File: config.mk
export PLATFORM = sky130hd
export DESIGN_NAME = dma_vec_arb
export DESIGN_NICKNAME = d
export VERILOG_FILES = /design/src/rtl/dma_arb_pkg.sv /design/src/rtl/dma_vec_bank.sv /design/src/rtl/dma_prio_pick.sv /design/src/rtl/dma_vec_arb.sv
export SDC_FILE = /design/constraint.sdc
export NUM_CORES = 1
export LEC_CHECK = 0
export BUFFER_PORTS_ARGS = -buffer_cell sky130_fd_sc_hd__buf_2
export CAP_MARGIN = 30
export CELL_PAD_IN_SITES_DETAIL_PLACEMENT = 1
export CELL_PAD_IN_SITES_GLOBAL_PLACEMENT = 1
export CORE_MARGIN = 2
export CORE_UTILIZATION = 45
export CTS_CLUSTER_SIZE = 25
export DETAILED_ROUTE_END_ITERATION = 7
export HOLD_SLACK_MARGIN = 0.08
export PLACE_DENSITY_LB_ADDON = 0.2
export SLEW_MARGIN = 20
export SYNTH_ARGS = -nofsm -noshare
export SYNTH_HDL_FRONTEND = slang
export SYNTH_HIERARCHICAL = 1
export SYNTH_SLANG_ARGS = --single-unit
File: constraint.sdc
create_clock -name clk -period 4.81 [get_ports clk]
set_input_delay 0.962 -clock clk [delete_from_list [all_inputs] [get_ports clk]]
set_output_delay 0.962 -clock clk [all_outputs]
set_load 0.02 [all_outputs]
File: src/rtl/dma_arb_pkg.sv
package dma_arb_pkg;
  typedef enum logic [1:0] {
    ARB_IDLE = 2'd0,
    ARB_DMA  = 2'd1,
    ARB_CPU  = 2'd2
  } arb_kind_e;
endpackage

File: src/rtl/dma_vec_bank.sv
module dma_vec_bank #(
  parameter int NCH = 4,
  parameter int VW  = 6,
  parameter int CW  = 16,
  localparam int CHW = $clog2(NCH)
) (
  input  logic                    clk,
  input  logic                    rst,
  input  logic                    wr_en,
  input  logic [CHW-1:0]          wr_ch,
  input  logic [VW-1:0]           wr_vec,
  input  logic [NCH-1:0]          ld_en,
  input  logic [CW-1:0]           ld_val,
  input  logic                    grant_en,
  input  logic [CHW-1:0]          grant_ch,
  output logic [NCH-1:0][VW-1:0]  vec_q,
  output logic [NCH-1:0]          live,
  output logic [NCH-1:0]          end_now
);
  for (genvar ch = 0; ch < NCH; ch++) begin : g_chan
    logic [CW-1:0] cnt_q;
    logic          served;

    assign served       = grant_en && (grant_ch == CHW'(ch));
    assign end_now[ch]  = served && !ld_en[ch] && (cnt_q == CW'(1));
    assign live[ch]     = (vec_q[ch] != '0) && (cnt_q != '0);

    always_ff @(posedge clk) begin
      if (rst)
        cnt_q <= '0;
      else if (ld_en[ch])
        cnt_q <= ld_val;
      else if (served && cnt_q != '0)
        cnt_q <= cnt_q - CW'(1);
    end

    always_ff @(posedge clk) begin
      if (rst)
        vec_q[ch] <= '0;
      else if (wr_en && wr_ch == CHW'(ch))
        vec_q[ch] <= wr_vec;
      else if (end_now[ch])
        vec_q[ch] <= '0;
    end
  end
endmodule

File: src/rtl/dma_prio_pick.sv
module dma_prio_pick #(
  parameter int N = 4,
  localparam int IW = $clog2(N)
) (
  input  logic [N-1:0]  req,
  output logic          any,
  output logic [IW-1:0] idx
);
  always_comb begin
    idx = '0;
    for (int i = N - 1; i >= 0; i--) begin
      if (req[i]) idx = IW'(i);
    end
    any = |req;
  end
endmodule

File: src/rtl/dma_vec_arb.sv
module dma_vec_arb
  import dma_arb_pkg::*;
#(
  parameter int NCH = 4,
  parameter int VW  = 6,
  parameter int CW  = 16,
  localparam int CHW = $clog2(NCH)
) (
  input  logic           clk,
  input  logic           rst,
  input  logic           wr_en,
  input  logic [CHW-1:0] wr_ch,
  input  logic [VW-1:0]  wr_vec,
  input  logic [NCH-1:0] cnt_ld_en,
  input  logic [CW-1:0]  cnt_ld_val,
  input  logic           req_valid,
  input  logic [VW-1:0]  req_vec,
  output logic           dma_hit,
  output logic [CHW-1:0] dma_ch,
  output logic           cpu_irq,
  output logic [VW-1:0]  cpu_vec,
  output logic [NCH-1:0] end_irq
);
  logic [NCH-1:0][VW-1:0] vec_q;
  logic [NCH-1:0]         live;
  logic [NCH-1:0]         end_now;
  logic [NCH-1:0]         match;
  logic                   any_match;
  logic [CHW-1:0]         win_ch;
  arb_kind_e              kind_d;

  for (genvar i = 0; i < NCH; i++) begin : g_cmp
    assign match[i] = req_valid && live[i] && (vec_q[i] == req_vec);
  end

  dma_prio_pick #(.N(NCH)) u_pick (
    .req (match),
    .any (any_match),
    .idx (win_ch)
  );

  dma_vec_bank #(.NCH(NCH), .VW(VW), .CW(CW)) u_bank (
    .clk      (clk),
    .rst      (rst),
    .wr_en    (wr_en),
    .wr_ch    (wr_ch),
    .wr_vec   (wr_vec),
    .ld_en    (cnt_ld_en),
    .ld_val   (cnt_ld_val),
    .grant_en (any_match),
    .grant_ch (win_ch),
    .vec_q    (vec_q),
    .live     (live),
    .end_now  (end_now)
  );

  always_comb begin
    if (!req_valid)     kind_d = ARB_IDLE;
    else if (any_match) kind_d = ARB_DMA;
    else                kind_d = ARB_CPU;
  end

  always_ff @(posedge clk) begin
    if (rst) begin
      dma_hit <= 1'b0;
      dma_ch  <= '0;
      cpu_irq <= 1'b0;
      cpu_vec <= '0;
      end_irq <= '0;
    end else begin
      dma_hit <= (kind_d == ARB_DMA);
      dma_ch  <= (kind_d == ARB_DMA) ? win_ch : '0;
      cpu_irq <= (kind_d == ARB_CPU);
      cpu_vec <= (kind_d == ARB_CPU) ? req_vec : '0;
      end_irq <= end_now;
    end
  end
endmodule

==> metrics.md <==
| Metric | Value |
|---|---|
| Fill cell count | ~1.5k |
| Die width | ~120 µm |
| Area Growth Syn to Fin | 11.4% |
| # rows | 40 |
| Post-Route WL | between 15 and 20 mm |
| Yosys top cell by area | dfxtp_1 |
| FFs w/ async S/R, synth | 0 |
| Max-slew violation count | 0 |
| Post-Syn Area | 0.00567 mm² |
| Vias | around 5.3k |
| Final Cycle Share | 0.873 |
| Synth cell count leaders | dfxtp_1, a21oi_1, nor2_1 |
| Most numerous cell in the Yosys netlist | dfxtp_1 |
| Ports | 52 |
| Post-synth top area share | 0.360 |
| Post-synthesis net count | around 700 |
| Final worst slack | ~0.61 ns |
| Max Clock Skew | 0.00830 ns |
| Post-synthesis area per instance | about 8.4 µm² |
| Mapped Cells | roughly 670 |
| Vias/cell | about 6.0 |
| Static leakage | 2.42 nW |
| Status | complete, no violations |
| DIE HEIGHT | roughly 120 µm |
| Initial DRC count | 327 |
| CTS Sinks | approximately 100 |
| Tightest Pin Transition | 0.782 ns |
| Type of the tightest min-delay check | register to register |
| Worst Hold Slack | 0.504 ns |
| Critical-path top delay cell | nor3b_1 |
| Gpl congestion | a little under 0.9 |
| Critical Path RT | between 5 and 6 ns |
| Worst reg-to-reg setup slack | ~0.61 ns |
| Worst setup path start | u_bank/g_chan[2].cnt_q[4] |
| Overall global routing resource usage | 0.270 |
| Seq. cell area | roughly 0.002 mm² |
| Crit path launch type | register |
| PD cells | roughly 320 mW/mm² |
| DR DRC count | 0 |
| Final setup violation count | 0 |
| Clock power share | 0.384 |
| Root buffer cell | clkbuf_16 |
| Hold buffers post-CTS | 0 |
| Reg clk slew, reported paths | 0.07 ns |
| CTS max path bufs | 2 |
| Initial Utilization | 0.466 |
| Yosys cell types | a little over 60 |
| Drt wl/cell | between 15 and 20 µm |
| Synth area leaders | dfxtp_1, xnor2_1, a21oi_1 |
| Crit-path max cell delay | 0.61 ns |
| Sw Ratio | 0.284 |
| Crit path to | u_bank/g_chan[0].cnt_q[15] |
| Worst setup path class | register to register |
| CP dominant cell by count | nor4_2 |
| Sequential share of power | 0.463 |
| Int Pwr | approximately 1.5 mW |
| Remaining antenna violation count after routing | 0 |
| Worst slew margin | 0.477 |
| CTS Buf Count | 9 |
| Setup TNS | 0 ns |
| Clock Latency Late Sink | 0.36 ns |
| IO Port Bufs | 51 |
| Crit Path Max Fanout | 12 |
| Ant diodes | 0 |
| Multi-input logic area | between 0.003 and 0.004 mm² |
| WP data arrival | 4.45 ns |
| First-pass iteration count of the detailed router | 5 |
| Post-CTS setup buffers | 0 |
| Die ar. | around 0.014 mm² |
| Switching pwr | ~0.58 mW |
| Antenna violations before repair | 0 |
| Max Freq | 238 MHz |
| Layout cells sized above 1 | 0.140 |
| Crit-path cells | nor4_2, and4_1, and2_1, a21oi_1, nand3_1, nor4_2, nor2_1, nor3_1, nor3b_1, nand2_1, a211o_1, o31a_2, o31a_1 |
| Critical R2R Launch | u_bank/g_chan[2].cnt_q[4] |
| Setup crit end kind | register |
| Vias in the first global route | roughly 5.3k |
| Reg-to-reg critical path endpoint | u_bank/g_chan[0].cnt_q[15] |
| Post-CTS Resized | 0 |
| Seq cells post-synth | 102 |
| Overflow after GRT | 0 |
| Comb pwr share | 0.152 |
| H-tree depth | 3 |
| Tmin final | between 4 and 5 ns |
| CTS tree | built |
| Post-synth EDFFs | 0 |
| Peak VDD IR | 203 µV |
| Core Area | about 0.012 mm² |
| Pre-CTS setup slack | 0.679 ns |
| Nets@finish | approximately 750 |
| Main synth FF type | dfxtp_1 |
| RSZ-0062 raised after global routing | false |
| Final Hold Viols | 0 |
| Reg2Reg Depth | 13 |
| HPWL Detailed | ~13 mm |
| Ys Warns | 6 |
| Largest net degree at the start of global routing | 58 |
| Post-synthesis sequential area ratio | 0.360 |
| Max_cap viols | 0 |
| Global-route wire length before repair | between 20 and 30 mm |
-- registers in the layout, indices dropped and copies added (netlist names) --
name	cells
cpu_irq	1
cpu_vec	6
dma_ch	2
dma_hit	1
end_irq	4
u_bank/g_chan.cnt_q	64
u_bank/vec_q	24
-- layout make-up --
class	count	area share
Timing Repair Buffer	57	0.0479
Clock inverter	4	0.00852
Tap cell	168	0.0333
Clock buffer	12	0.0422
Multi-Input combinational cell	500	0.525
Sequential cell	102	0.323
Inverter	33	0.0196
-- critical path: cells and delay by family (launching register included) --
kind,cells,cell delay [ns]
compound gates,4,1.07
flops,1,0.38
simple gates,9,2.66
-- cells by family (layout without fill, tap and decap cells) --
kind of cell             count (synthesis)  count (layout)  share of synthesized area
AND/OR/NAND/NOR                        244             244                      0.245
multiplexers                             3               3                    0.00530
flip-flops                             102             102                      0.360
adder cells (fa/ha/maj)                  8               8                     0.0177
XOR/XNOR                                60              60                     0.0927
buffers and inverters                   70             106                     0.0547
AO/OA/AOI/OAI                          185             185                      0.225
-- placed cells by master, fill, tap and decap left out, types with 7 or more instances in the layout --
master / count
o31a_1: 11
a21oi_1: 61
or3_1: 7
buf_2: 50
nand2_1: 36
a21o_1: 31
xor2_1: 19
ha_1: 8
a211oi_1: 21
a221oi_1: 7
nand3_1: 22
a22oi_1: 12
clkbuf_16: 9
nor3_1: 28
and2_1: 9
nor2_1: 53
nor4_1: 24
inv_1: 33
buf_4: 7
xnor2_1: 41
dfxtp_1: 102
-- layer usage --
layer	share of wire	wire length, µm	GRT usage	vias up
met3	0.041	720	0.0472	35
met5	0	0	0	-
met1	0.45	7850	0.336	2567
met4	0.028	495	0.113	0
met2	0.48	8450	0.462	140
li1	-	-	-	2511
-- power by group through the flow --
stage	Sequential, mW	Clock, mW	Combinational (mW)
floorplan	0.950	0	0.216
detailed placement	0.963	0	0.305
finish	0.945	0.785	0.311
global route	0.951	0.827	0.342
global placement	0.959	0	0.295
CTS	0.944	0.795	0.309
-- how the worst min path moves through the flow --
stage / cells after the start / startpoint / slack (ns) / to
after global routing: 2 / u_bank/vec_q[10] / 0.53 / u_bank/vec_q[10]
after detailed placement: 2 / u_bank/vec_q[8] / 0.50 / u_bank/vec_q[8]
after floorplan: 2 / u_bank/vec_q[10] / 0.47 / u_bank/vec_q[10]
after CTS: 2 / u_bank/vec_q[10] / 0.50 / u_bank/vec_q[10]
after global placement: 2 / u_bank/vec_q[8] / 0.48 / u_bank/vec_q[8]
final: 2 / u_bank/vec_q[10] / 0.50 / u_bank/vec_q[10]
-- per-stage QoR --
step,util,cells,power (mW),instance area [µm²]
global placement,0.493,860,1.25,5990
global route,0.519,876,2.12,6310
detailed placement,0.493,860,1.27,5990
CTS,0.519,876,2.05,6310
finish,0.519,876,2.04,6310
floorplan,-,672,1.17,5670
No activity file was read; power rests on OpenSTA's default activity.
